## config.mk

```make
export PLATFORM = sky130hd
export DESIGN_NAME = i2c_regbank_slave
export DESIGN_NICKNAME = d
export VERILOG_FILES = /design/src/rtl/i2c_regbank_pkg.sv /design/src/rtl/i2c_pin_filter.sv /design/src/rtl/i2c_link_fsm.sv /design/src/rtl/i2c_reg_store.sv /design/src/rtl/i2c_regbank_slave.sv
export SDC_FILE = /design/constraint.sdc
export NUM_CORES = 1
export LEC_CHECK = 0
export CELL_PAD_IN_SITES_DETAIL_PLACEMENT = 0
export CELL_PAD_IN_SITES_GLOBAL_PLACEMENT = 1
export CORE_MARGIN = 10
export CORE_UTILIZATION = 42
export CTS_CLUSTER_SIZE = 30
export DETAILED_ROUTE_END_ITERATION = 10
export PLACE_DENSITY = 0.93
export SLEW_MARGIN = 20
export SYNTH_ARGS = -nofsm -noshare
export SYNTH_HDL_FRONTEND = slang
export SYNTH_SLANG_ARGS = --single-unit
```

## constraint.sdc

```tcl
create_clock -name clk -period 5.7 [get_ports clk]
set_clock_uncertainty 0.05 [all_clocks]
set_input_delay 1.14 -clock clk [delete_from_list [all_inputs] [get_ports clk]]
set_output_delay 1.14 -clock clk [all_outputs]
set_load 0.005 [all_outputs]
```

## src/rtl/i2c_regbank_pkg.sv

```systemverilog
package i2c_regbank_pkg;

    localparam int REG_W    = 8;
    localparam int NUM_REGS = 32;
    localparam int PTR_W    = 8;
    localparam int IDX_W    = $clog2(NUM_REGS);

    localparam int unsigned ADDR_ID   = 0;
    localparam int unsigned ADDR_MASK = 1;
    localparam int unsigned ADDR_FLAG = 2;
    localparam int unsigned ADDR_STAT = 3;
    localparam int unsigned ADDR_SRST = 30;

    typedef enum logic [2:0] {
        RK_RW,
        RK_ID,
        RK_FLAG,
        RK_STAT,
        RK_SRST
    } reg_kind_e;

    typedef enum logic [2:0] {
        LK_IDLE,
        LK_ADDR,
        LK_ADDR_ACK,
        LK_RX,
        LK_RX_ACK,
        LK_TX,
        LK_TX_ACK
    } link_state_e;

    function automatic reg_kind_e kind_of(input int unsigned a);
        case (a)
            ADDR_ID:   return RK_ID;
            ADDR_FLAG: return RK_FLAG;
            ADDR_STAT: return RK_STAT;
            ADDR_SRST: return RK_SRST;
            default:   return RK_RW;
        endcase
    endfunction

    function automatic logic [REG_W-1:0] reset_value(input int unsigned a);
        if (a == ADDR_ID)           return 8'h09;
        if (a == 4)                 return 8'h98;
        if (a == 5)                 return 8'h18;
        if (a >= 8 && a <= 12)      return 8'h01;
        if (a == 18)                return 8'h08;
        return '0;
    endfunction

endpackage

```

## src/rtl/i2c_pin_filter.sv

```systemverilog
module i2c_pin_filter #(
    parameter int SYNC_STAGES = 2,
    parameter int WIN         = 21
) (
    input  logic clk,
    input  logic rst_n,
    input  logic pin_i,
    output logic pin_o
);
    localparam int HALF  = WIN / 2;
    localparam int CNT_W = $clog2(WIN + 1);

    typedef struct packed {
        logic [SYNC_STAGES-1:0] sync;
        logic [WIN-1:0]         win;
        logic                   out;
    } filt_t;

    filt_t q, d;
    logic [CNT_W-1:0] ones;

    always_comb begin
        d      = q;
        d.sync = {q.sync[SYNC_STAGES-2:0], pin_i};
        d.win  = {q.win[WIN-2:0], q.sync[SYNC_STAGES-1]};
        ones   = '0;
        for (int i = 0; i < WIN; i++) begin
            ones = ones + CNT_W'(q.win[i]);
        end
        d.out  = (ones > CNT_W'(HALF));
    end

    always_ff @(posedge clk or negedge rst_n) begin
        if (!rst_n) begin
            q <= '{sync: '1, win: '1, out: 1'b1};
        end else begin
            q <= d;
        end
    end

    assign pin_o = q.out;

    // A single-cycle dip in the window never flips a settled output
    p_short_pulse_r12: assert property (@(posedge clk) disable iff (!rst_n)
        (q.out && (&q.win[WIN-2:0])) |=> q.out);

endmodule

```

## src/rtl/i2c_link_fsm.sv

```systemverilog
module i2c_link_fsm import i2c_regbank_pkg::*; #(
    parameter logic [6:0] ADDR_BASE = 7'h42
) (
    input  logic              clk,
    input  logic              rst_n,
    input  logic              scl_f_i,
    input  logic              sda_f_i,
    input  logic              addr_sel_i,
    input  logic [REG_W-1:0]  rd_data_i,
    output logic              wr_en_o,
    output logic [PTR_W-1:0]  wr_addr_o,
    output logic [REG_W-1:0]  wr_data_o,
    output logic              rd_en_o,
    output logic [PTR_W-1:0]  rd_addr_o,
    output logic              sda_oe_o
);
    typedef struct packed {
        link_state_e       st;
        logic [3:0]        bits;
        logic [REG_W-1:0]  sh;
        logic [PTR_W-1:0]  ptr;
        logic              rw;
        logic              have_ptr;
        logic              mack;
        logic              oe;
        logic              scl_p;
        logic              sda_p;
    } link_t;

    link_t q, d;
    logic  scl_rise, scl_fall, start_det, stop_det, do_load;
    logic [6:0] my_addr;

    assign my_addr   = {ADDR_BASE[6:1], addr_sel_i};
    assign scl_rise  = scl_f_i & ~q.scl_p;
    assign scl_fall  = ~scl_f_i & q.scl_p;
    assign start_det = scl_f_i & q.scl_p & q.sda_p & ~sda_f_i;
    assign stop_det  = scl_f_i & q.scl_p & ~q.sda_p & sda_f_i;

    always_comb begin
        d         = q;
        d.scl_p   = scl_f_i;
        d.sda_p   = sda_f_i;
        wr_en_o   = 1'b0;
        wr_addr_o = q.ptr;
        wr_data_o = q.sh;
        rd_en_o   = 1'b0;
        do_load   = 1'b0;

        case (q.st)
            LK_ADDR: begin
                if (scl_rise) begin
                    d.sh   = {q.sh[REG_W-2:0], sda_f_i};
                    d.bits = q.bits + 4'd1;
                end else if (scl_fall && q.bits == 4'd8) begin
                    if (q.sh[7:1] == my_addr) begin
                        d.st = LK_ADDR_ACK;
                        d.oe = 1'b1;
                        d.rw = q.sh[0];
                    end else begin
                        d.st = LK_IDLE;
                    end
                end
            end
            LK_ADDR_ACK: begin
                if (scl_fall) begin
                    if (q.rw) begin
                        do_load = 1'b1;
                    end else begin
                        d.oe   = 1'b0;
                        d.st   = LK_RX;
                        d.bits = '0;
                    end
                end
            end
            LK_RX: begin
                if (scl_rise) begin
                    d.sh   = {q.sh[REG_W-2:0], sda_f_i};
                    d.bits = q.bits + 4'd1;
                end else if (scl_fall && q.bits == 4'd8) begin
                    d.oe = 1'b1;
                    d.st = LK_RX_ACK;
                    if (!q.have_ptr) begin
                        d.ptr      = q.sh;
                        d.have_ptr = 1'b1;
                    end else begin
                        wr_en_o = 1'b1;
                        d.ptr   = q.ptr + 1'b1;
                    end
                end
            end
            LK_RX_ACK: begin
                if (scl_fall) begin
                    d.oe   = 1'b0;
                    d.st   = LK_RX;
                    d.bits = '0;
                end
            end
            LK_TX: begin
                if (scl_fall) begin
                    d.bits = q.bits + 4'd1;
                    if (q.bits == 4'd7) begin
                        d.oe = 1'b0;
                        d.st = LK_TX_ACK;
                    end else begin
                        d.sh = {q.sh[REG_W-2:0], 1'b0};
                        d.oe = ~q.sh[REG_W-2];
                    end
                end
            end
            LK_TX_ACK: begin
                if (scl_rise) begin
                    d.mack = sda_f_i;
                end else if (scl_fall) begin
                    if (!q.mack) begin
                        do_load = 1'b1;
                    end else begin
                        d.st = LK_IDLE;
                    end
                end
            end
            default: ;
        endcase

        if (do_load) begin
            rd_en_o = 1'b1;
            d.sh    = rd_data_i;
            d.ptr   = q.ptr + 1'b1;
            d.oe    = ~rd_data_i[REG_W-1];
            d.bits  = '0;
            d.st    = LK_TX;
        end

        if (start_det) begin
            d.st       = LK_ADDR;
            d.bits     = '0;
            d.oe       = 1'b0;
            d.have_ptr = 1'b0;
        end else if (stop_det) begin
            d.st = LK_IDLE;
            d.oe = 1'b0;
        end
    end

    always_ff @(posedge clk or negedge rst_n) begin
        if (!rst_n) begin
            q <= '{st: LK_IDLE, bits: '0, sh: '0, ptr: '0, rw: 1'b0,
                   have_ptr: 1'b0, mack: 1'b1, oe: 1'b0, scl_p: 1'b1, sda_p: 1'b1};
        end else begin
            q <= d;
        end
    end

    assign rd_addr_o = q.ptr;
    assign sda_oe_o  = q.oe;

    p_ptr_step_wr_r3: assert property (@(posedge clk) disable iff (!rst_n)
        wr_en_o |=> (q.ptr == $past(q.ptr) + 1'b1));

    p_ptr_step_rd_r4: assert property (@(posedge clk) disable iff (!rst_n)
        rd_en_o |=> (q.ptr == $past(q.ptr) + 1'b1));

    p_drive_in_low_r4: assert property (@(posedge clk) disable iff (!rst_n)
        $rose(q.oe) |-> !scl_f_i);

    p_release_on_stop_r4: assert property (@(posedge clk) disable iff (!rst_n)
        stop_det |=> !q.oe);

endmodule

```

## src/rtl/i2c_reg_store.sv

```systemverilog
module i2c_reg_store import i2c_regbank_pkg::*; (
    input  logic                      clk,
    input  logic                      rst_n,
    input  logic                      wr_en_i,
    input  logic [PTR_W-1:0]          wr_addr_i,
    input  logic [REG_W-1:0]          wr_data_i,
    input  logic                      rd_en_i,
    input  logic [PTR_W-1:0]          rd_addr_i,
    output logic [REG_W-1:0]          rd_data_o,
    input  logic [REG_W-1:0]          status_i,
    input  logic [REG_W-1:0]          event_i,
    output logic [NUM_REGS*REG_W-1:0] regs_o,
    output logic                      irq_o
);
    typedef struct packed {
        logic [NUM_REGS-1:0][REG_W-1:0] r;
    } bank_t;

    bank_t q, d;
    logic  srst, wr_hit, rd_flag;
    logic [IDX_W-1:0] wr_idx, rd_idx;

    assign wr_idx  = wr_addr_i[IDX_W-1:0];
    assign rd_idx  = rd_addr_i[IDX_W-1:0];
    assign wr_hit  = wr_en_i && (int'(wr_addr_i) < NUM_REGS)
                     && (kind_of(int'(wr_addr_i)) == RK_RW);
    assign srst    = wr_en_i && (int'(wr_addr_i) == ADDR_SRST) && wr_data_i[0];
    assign rd_flag = rd_en_i && (int'(rd_addr_i) == ADDR_FLAG);

    always_comb begin
        d = q;
        d.r[ADDR_STAT] = status_i;
        if (rd_flag) begin
            d.r[ADDR_FLAG] = '0;
        end
        if (wr_hit) begin
            d.r[wr_idx] = wr_data_i;
        end
        if (srst) begin
            for (int i = 0; i < NUM_REGS; i++) begin
                if (kind_of(i) == RK_RW) begin
                    d.r[i] = reset_value(i);
                end
            end
            d.r[ADDR_FLAG] = '0;
        end
        d.r[ADDR_FLAG] = d.r[ADDR_FLAG] | event_i;
    end

    always_comb begin
        rd_data_o = '0;
        if (int'(rd_addr_i) < NUM_REGS && kind_of(int'(rd_addr_i)) != RK_SRST) begin
            rd_data_o = q.r[rd_idx];
        end
    end

    always_ff @(posedge clk or negedge rst_n) begin
        if (!rst_n) begin
            for (int i = 0; i < NUM_REGS; i++) begin
                q.r[i] <= reset_value(i);
            end
        end else begin
            q <= d;
        end
    end

    for (genvar g = 0; g < NUM_REGS; g++) begin : g_flat
        assign regs_o[g*REG_W +: REG_W] = q.r[g];
    end

    assign irq_o = |(q.r[ADDR_FLAG] & ~q.r[ADDR_MASK]);

    p_srst_restore_r11: assert property (@(posedge clk) disable iff (!rst_n)
        srst |=> (q.r[ADDR_MASK] == 8'h00 && q.r[4] == 8'h98 && q.r[18] == 8'h08));

    p_flag_clear_r9: assert property (@(posedge clk) disable iff (!rst_n)
        (rd_flag && event_i == '0) |=> (q.r[ADDR_FLAG] == '0));

    p_flag_sticky_r9: assert property (@(posedge clk) disable iff (!rst_n)
        (!rd_flag && !srst) |=>
            ((q.r[ADDR_FLAG] & $past(q.r[ADDR_FLAG])) == $past(q.r[ADDR_FLAG])));

    p_id_kept_r7: assert property (@(posedge clk) disable iff (!rst_n)
        (wr_en_i && int'(wr_addr_i) == ADDR_ID) |=> $stable(q.r[ADDR_ID]));

endmodule

```

## src/rtl/i2c_regbank_slave.sv

```systemverilog
module i2c_regbank_slave import i2c_regbank_pkg::*; #(
    parameter logic [6:0] ADDR_BASE   = 7'h42,
    parameter int         SYNC_STAGES = 2,
    parameter int         FILT_WIN    = 21
) (
    input  logic                      clk,
    input  logic                      rst_n,
    input  logic                      scl_i,
    input  logic                      sda_i,
    input  logic                      addr_sel_i,
    input  logic [REG_W-1:0]          status_i,
    input  logic [REG_W-1:0]          event_i,
    output logic                      sda_oe_o,
    output logic [NUM_REGS*REG_W-1:0] regs_o,
    output logic                      irq_o
);
    logic             scl_f, sda_f;
    logic             wr_en, rd_en;
    logic [PTR_W-1:0] wr_addr, rd_addr;
    logic [REG_W-1:0] wr_data, rd_data;

    i2c_pin_filter #(.SYNC_STAGES(SYNC_STAGES), .WIN(FILT_WIN)) u_scl_filt (
        .clk(clk), .rst_n(rst_n), .pin_i(scl_i), .pin_o(scl_f));

    i2c_pin_filter #(.SYNC_STAGES(SYNC_STAGES), .WIN(FILT_WIN)) u_sda_filt (
        .clk(clk), .rst_n(rst_n), .pin_i(sda_i), .pin_o(sda_f));

    i2c_link_fsm #(.ADDR_BASE(ADDR_BASE)) u_link (
        .clk(clk), .rst_n(rst_n), .scl_f_i(scl_f), .sda_f_i(sda_f),
        .addr_sel_i(addr_sel_i), .rd_data_i(rd_data),
        .wr_en_o(wr_en), .wr_addr_o(wr_addr), .wr_data_o(wr_data),
        .rd_en_o(rd_en), .rd_addr_o(rd_addr), .sda_oe_o(sda_oe_o));

    i2c_reg_store u_store (
        .clk(clk), .rst_n(rst_n), .wr_en_i(wr_en), .wr_addr_i(wr_addr),
        .wr_data_i(wr_data), .rd_en_i(rd_en), .rd_addr_i(rd_addr),
        .rd_data_o(rd_data), .status_i(status_i), .event_i(event_i),
        .regs_o(regs_o), .irq_o(irq_o));

endmodule

```

Yosys cells after proc, flatten, opt, wreduce, memory -nomap -nowiden
Index checks and enable logic that the tools add are counted.

operators by class
  reductions and logical operators = 32
  bitwise gates (word level) = 17
  $lt $le $gt $ge = 5
  equality and inequality tests = 36
  $add $sub $neg = 42
  shift-type cells = 0
  divide/modulo/power cells = 0
  muxes and demuxes = 107
  $mul = 0

operators by type and width
  cell                                                                     number
  256-bit 2-to-1 mux                                                       2
  8-bit 2-to-1 mux                                                         41
  256-bit bitwise mux                                                      1
  5-bit by 1-bit adder with 5-bit output                                   38
  5-bit by 1-bit inequality test with 1-bit output, second input constant  9
  3-bit 2-to-1 mux                                                         14
  8-bit binary-select mux with 5-bit select                                1
  8-bit demux with 5-bit select                                            1
  1-bit 2-to-1 mux                                                         30
  23-bit 2-to-1 mux                                                        1
  7-bit 2-to-1 mux                                                         3
  5-bit inequality test, second input constant                             4
  3-bit one-hot mux with 6 select lines                                    1
  8-bit by 2-bit == test with 1-bit output, second input constant          2
  4-bit by 1-bit inequality test with 1-bit output, second input constant  4
  4-bit one-hot mux with 4 select lines                                    1
  8-bit one-hot mux with 2 select lines                                    1
  3-bit zero test                                                          5
  15-bit 2-to-1 mux                                                        1
  13-bit AND reduction                                                     1
  12-bit 2-to-1 mux                                                        1
  4-bit 2-to-1 mux                                                         3
  3-bit one-hot mux with 4 select lines                                    1
  5-bit by 4-bit > comparator with 1-bit output, second input constant     2
  other kinds (41)                                                         71

word-level totals
  RAM bits = 0
  latch bits = 0
  memories kept = 0
  ROM bits = 0
  bits in registers = 333

Logic depth before layout (Yosys ltp)
Gate-level depths: netlist (run 1).

  depth in word-level cells = 21
  depth in mapped cells = 15

Modules after synthesis
Synthesis (run 1) repeated with hierarchy kept, for this count alone.

second synthesis, totals
  cells, all modules = 1519
  area, all modules = 17177.7 sq um

by module, submodules not included
  module          cells an instance  area an instance (sq um)  times used
  i2c_reg_store   1103               12674.7                   1
  i2c_pin_filter  91                 1209.9                    2
  i2c_link_fsm    234                2083.2                    1

Worst setup path before layout (run 1)
Ideal clock, no wire load.

  path kind = register to register
  from = register u_sda_filt.q, in the netlist u_sda_filt.d[2]
  to = register u_sda_filt.q, in the netlist u_sda_filt.pin_o
  period minus slack after synthesis = 4400 ps
  stages on the path, launching flop included = 14
  buffers on the path = 0
  arrival time = 4265 ps
  path slack = 1300 ps
  cell sequence = dfstp_2 > ha_1 > inv_1 > fa_1 > fa_1 > fa_1 > fa_1 > fa_1 > inv_1 > ha_1 > fa_1 > a21o_1 > a21oi_1 > o21ai_0

RTL lines
  what                    line                  source
  start, declared         i2c_pin_filter.sv:19  filt_t q, d;
  start signal, assigned  i2c_pin_filter.sv:35  q <= '{sync: '1, win: '1, out: 1'b1};

==> impl_metrics.tcl, run 1 <==
set metrics [dict create \
    period_needed_ns 4.59 \
    arrival_ns 5.01 \
    syn_inst 1672 \
    hold_buffers 0 \
    synth_top_cell_by_area "dfrtp_1" \
    cts_resized 0 \
    r2r_end "u_sda_filt.pin_o" \
    cts_tree "done" \
    synth_area_sq_mm 0.0168 \
    syn_nets 1743 \
    relSlewSlack_pct 35.3 \
    rsz0062_at_grt "false" \
    track_usage_pct 24.2 \
    hold_depth 0 \
    hold_path_end "u_sda_filt.d[2]" \
    synthTopCellsByArea "dfrtp_1 40%, dfstp_2 10%, mux4_2 8.3%" \
    start_util_pct 42.4 \
    die_width_um 220 \
    grt_antenna_before_repair 1 \
    r2r_slack_ns 1.11 \
    synthArstFlopShare_pct 100 \
    critPathKind "reg -> reg" \
    final_antenna_net_count 0 \
    synth_edf_count 0 \
    cp.required_ns 6.12 \
    gp_congestion 0.893 \
    global_route.overflow_total 0 \
    p_sw_uw 2320 \
    die_area_sq_mm 0.0484 \
    status "finished, final reports clean" \
    ys_warn_count 0 \
    fin_ws_ns 1.11 \
    grt_max_degree 123 \
    drive_above_1_share_pct 14.1 \
    synth.top_cell.area_share_pct 40.0 \
    fill_cells 3446 \
    die_height_um 220 \
    clkTransAtPathRegs_ns 0.06 \
    post-place-ws_ns 1.11 \
    power_frac_seq_pct 41.1 \
    drt_iter0_drc 1661 \
    postPlaceCellArea_sq_mm 0.0199 \
    layout_commonest_cell "clkdlybuf4s50_1" \
    setup_violations 0 \
    layout_common_cells "277 x clkdlybuf4s50_1, 261 x dfrtp_1, 256 x nand2_1, 242 x o21ai_0, 226 x a21oi_1" \
    start_kind "flip-flop" \
    finalMaxSlewViolations 0 \
    place.port_buffers 278 \
    max_cap_viol_count 0 \
    vdd.ir_drop.worst_mv 0.209 \
    ys_seq_elements 333 \
    p_leak_uw 0.00867 \
    synth.avg_cell_area_sq_um 10.1 \
    hpwlAfterDp_um 40200 \
    power_uw 7070 \
    root_buffer "clkbuf_16" \
    cts_buffers 39 \
    powerDensity_mw_per_mm2 332 \
    finalHoldViolCount 0 \
    rows 73 \
    fin_setup_tns_ns 0 \
    internal_power_uw 4750 \
    rr_startpoint "u_sda_filt.d[2]" \
    rr_worst_depth 13 \
    post-route-drc-count 0 \
    n_antenna_cell 0 \
    clk_latency_ns 0.55 \
    hp-class "reg -> reg" \
    clockBufferDepth 3 \
    fmax_ghz 0.218 \
    final_cell_area_sq_mm 0.0213 \
    yosysSeqAreaShare_pct 50.0 \
    ys_types 59 \
    tightest_slew_ns 0.970 \
    wl_per_cell_um 24.9 \
    p_clk_share_pct 38.2 \
    p_comb_share_pct 20.7 \
    fin_nets 1932 \
    hold_start "u_sda_filt.d[1]" \
    ios 279 \
    period_share_pct 80.6 \
    first_global_vias 14200 \
    viasPerCell 5.95 \
    grt_pass1_wl_um 89900 \
    num_vias 14400 \
    core_area_sq_mm 0.0396 \
    numClockSinks 333 \
    netSwitchingFraction_pct 32.8 \
    critPathCaptureType "flip-flop" \
    area_growth_pct 26.6 \
    postCtsSetupBuffers 0 \
    whs_ns 0.306 \
    h-tree-depth 2 \
    first_pass_iters 8 \
    drt-total-wl_um 60200 \
    crit_fanout 2 \
    ys.flop_type "dfrtp_1" \
]
-- state kept, by name, summed over array words and instances (netlist names) --
signal and cells:
u_sda_filt.pin_o 1, u_scl_filt.pin_o 1, u_store.regs_o 256, u_sda_filt.q 1
u_link.sda_oe_o 1, u_sda_filt.d 22, u_scl_filt.q 1, u_link.q 12
u_link.wr_data_o 8, u_scl_filt.d 22, u_link.rd_addr_o 8
-- Yosys cell counts (all sizes together) (5+ instances only) --
master and instances:
a2111oi 5, a21o 13, a21oi 226, a31oi 7, buf 41, clkbuf 117, dfrtp 269, dfstp 64
fa 28, ha 22, inv 80, mux2 11, mux2i 23, mux4 62, nand2 256, nand2b 8
nand3 22, nand4 6, nor2 65, nor2b 8, nor3 16, o211ai 9, o21ai 242, o22ai 14
xor2 5
-- cells by family (layout without fill, tap and decap cells) --
family                     after synthesis  count (layout)  share of synthesized area (%)
AOI/OAI and AO/OA                      545             545                           17.4
xor gates and xnor gates                 6               6                          0.312
adders and majority gates               50              50                           4.97
buffers and inverters                  239             458                           5.65
DFF                                    333             333                           50.0
muxes                                   96              96                           10.4
and+or+nand+nor                        403             403                           11.2
-- layout make-up --
cell class	count	area [sq um]	area share, %
sequential	333	8430	39.6
multi-input combinational	1100	7480	35.1
timing repair buffer	306	3020	14.2
clock buffer	60	1230	5.78
tap	525	657	3.09
inverter	81	304	1.43
clock inverter	11	161	0.758
-- per-stage QoR --
stage / std cells / util [%]
floorplan: 1672 / -
global placement: 2345 / 50.2
detailed placement: 2345 / 50.2
CTS: 2416 / 53.7
global route: 2416 / 53.7
finish: 2416 / 53.7
-- worst max-delay path, stage by stage (launching register included) --
cell and delay (ns):
dfstp_2 0.53, ha_1 0.22, inv_1 0.08, fa_1 0.42, fa_1 0.53, fa_1 0.53
fa_1 0.52, fa_1 0.55, inv_1 0.04, ha_1 0.22, fa_1 0.41, a21o_1 0.17
a21oi_1 0.14, o21ai_0 0.10
-- how the worst max path moves through the flow --
stage	from	endpoint	slack, ns	depth (start not counted)
after floorplan	u_sda_filt.d[2]	u_sda_filt.pin_o	1.30	13
after global routing	u_sda_filt.d[2]	u_sda_filt.pin_o	0.92	13
after detailed placement	u_sda_filt.d[2]	u_sda_filt.pin_o	1.11	13
after global placement	u_sda_filt.d[2]	u_sda_filt.pin_o	1.19	13
final	u_sda_filt.d[2]	u_sda_filt.pin_o	1.11	13
after CTS	u_sda_filt.d[2]	u_sda_filt.pin_o	1.08	13
-- power by group through the flow --
stage / Combinational (uW) / Sequential [uW] / Clock (uW)
after floorplan: 1270 / 2580 / 0
after global placement: 1390 / 2930 / 0
after detailed placement: 1460 / 2940 / 0
after CTS: 1460 / 2890 / 2720
after global routing: 1630 / 2920 / 2830
final: 1460 / 2910 / 2700
-- routing by layer --
layer | track usage (%) | part of all wire (%)
met4 | 10.8 | 4.5
met1 | 32.2 | 40
met5 | 0 | 0
met2 | 37.6 | 47
met3 | 5.22 | 8.9
Power figures use the tool's default switching activity.
==> run 2: changes to the inputs <==
clock period = 4.5 ns   (was 5.7 ns; I/O delays follow)
==> impl_metrics.tcl, run 2 (synthesized netlist as in run 1, its figures left out) <==
set metrics [dict create \
    status "finished, final reports clean" \
    gp_congestion 0.920 \
    critPathCaptureType "flip-flop" \
    post-place-cells 2357 \
    p_comb_share_pct 26.2 \
    grt_pass1_wl_um 91300 \
    period_share_pct 98.3 \
    ff_latch_area_sq_mm 0.00842 \
    cp-startpoint "u_sda_filt.d[2]" \
    fmax_ghz 0.226 \
    viasPerCell 5.98 \
    layout_commonest_cell "clkdlybuf4s50_1" \
    n_antenna_cell 0 \
    power_frac_seq_pct 37.0 \
    die_width_um 220 \
    wl_per_cell_um 25.1 \
    cts_tree "done" \
    clk_latency_ns 0.55 \
    root_buffer "clkbuf_16" \
    rr_startpoint "u_sda_filt.d[2]" \
    netSwitchingFraction_pct 33.4 \
    cpMostUsedCell "fa_1" \
    hpwlAfterDp_um 40800 \
    largest_reg_flops 256 \
    hp-class "reg -> reg" \
    fin_nets 1945 \
    first_pass_iters 6 \
    p_sw_uw 3010 \
    r2r_end "u_sda_filt.pin_o" \
    max_cap_viol_count 0 \
    relSlewSlack_pct 34.3 \
    cts_buffers 38 \
    track_usage_pct 24.5 \
    setup_violations 0 \
    vdd.ir_drop.worst_mv 0.290 \
    die_height_um 220 \
    multi_input_comb_area_sq_mm 0.00755 \
    numClockSinks 333 \
    drt-total-wl_um 61000 \
    grt_max_degree 118 \
    powerDensity_mw_per_mm2 422 \
    h-tree-depth 2 \
    p_clk_share_pct 36.7 \
    layout_common_cells "277 x clkdlybuf4s50_1, 265 x dfrtp_1, 256 x nand2_1, 240 x o21ai_0, 224 x a21oi_1" \
    critPathKind "reg -> reg" \
    post-route-drc-count 0 \
    core_area_sq_mm 0.0396 \
    internal_power_uw 6010 \
    die_area_sq_mm 0.0484 \
    layoutNonFillerInstCount 2428 \
    rr_worst_depth 13 \
    finalHoldViolCount 0 \
    rows 73 \
    arrival_ns 4.84 \
    ios 279 \
    critPathMaxStageDelay_ns 0.59 \
    area_growth_pct 27.3 \
    clkTransAtPathRegs_ns 0.06 \
    hold_start "u_sda_filt.d[23]" \
    tightest_slew_ns 0.985 \
    clockBufferDepth 3 \
    start_kind "flip-flop" \
    num_vias 14500 \
    crit_fanout 2 \
    path_cells "ha_4 > inv_1 > fa_1 > fa_2 > fa_1 > fa_1 > fa_1 > inv_1 > ha_2 > fa_2 > xor2_1 > a21oi_1 > o21ai_1" \
    fill_cells 3445 \
    crit_end "u_sda_filt.pin_o" \
    place.port_buffers 278 \
    start_util_pct 42.4 \
    drt_iter0_drc 1711 \
    global_route.overflow_total 0 \
    final_antenna_net_count 0 \
    period_needed_ns 4.42 \
    cp.required_ns 4.92 \
    finalMaxSlewViolations 0 \
    r2r_slack_ns 0.08 \
    fin_util_pct 54.0 \
    drive_above_1_share_pct 15.2 \
    grt_antenna_before_repair 0 \
    p_leak_uw 0.00871 \
    cp_slowest_cell "fa_2" \
    first_global_vias 14600 \
]
run 2: changes by cell type in the layout (fill, tap and decap cells not counted), sizes merged:
cell	before	now
buf	29	43
bufinv	4	6
clkbuf	60	52
clkinv	6	9
inv	81	82
run 2: worst min path at each step:
stage	endpoint	slack, ns	depth (start not counted)
after detailed placement	u_sda_filt.d[2]	0.30	0
after floorplan	u_scl_filt.d[1]	0.30	0
final	u_sda_filt.d[1]	0.31	0
after global routing	u_sda_filt.d[2]	0.31	0
after global placement	u_sda_filt.d[2]	0.30	0
after CTS	u_sda_filt.d[1]	0.31	0
run 2: cell type report:
cell class	count	share of cell area, %
well taps	525	3.07
inverters	81	1.42
multi-input cells	1100	35.3
clock inverters	17	1.16
clock buffers	52	5.02
repair buffers	320	14.7
flip-flops and latches	333	39.3
run 2: critical path: cells and delay by family, from the launching register on:
family,cells,cell delay [ns]
xor+xnor,1,0.15
flops,1,0.56
buf+inv,2,0.11
fa+ha+maj,8,3.24
compound gates,2,0.23
run 2: layer usage:
metal / wire [um] / track usage, %
met1: 23800 / 31.2
met2: 29100 / 39.1
met3: 5060 / 5.27
met4: 2980 / 12.3
met5: 0 / 0
run 2: repair_timing:
| action | in CTS | in global routing |
|---|---|---|
| endpoints found under the setup margin | 1 | 2 |
| resized for setup | 1 | 15 |
| hold buffers | 0 | 0 |
| endpoints found under the hold margin | 0 | 0 |
| pin swaps | 2 | 23 |
| setup buffers | 0 | 2 |
run 2: metrics by stage:
step,hold slack [ns],setup WS [ns],instance area [sq um],total power [uW],setup TNS [ns]
after global placement,0.297,-0.0207,20000,5540,-0.0207
after floorplan,0.295,0.100,16800,4870,0
final,0.305,0.0758,21400,9030,0
after global routing,0.310,-0.0265,21400,9400,-0.0464
after detailed placement,0.297,-0.117,20000,5630,-0.117
after CTS,0.306,0.0141,21300,8950,0
run 2: power groups by stage:
stage | Clock (uW) | Combinational (uW) | Sequential (uW)
2_1_floorplan | 0 | 1610 | 3270
3_3_place_gp | 0 | 2160 | 3380
3_5_place_dp | 0 | 2240 | 3390
4_1_cts | 3360 | 2260 | 3330
5_1_grt | 3480 | 2560 | 3350
6_report | 3320 | 2370 | 3340
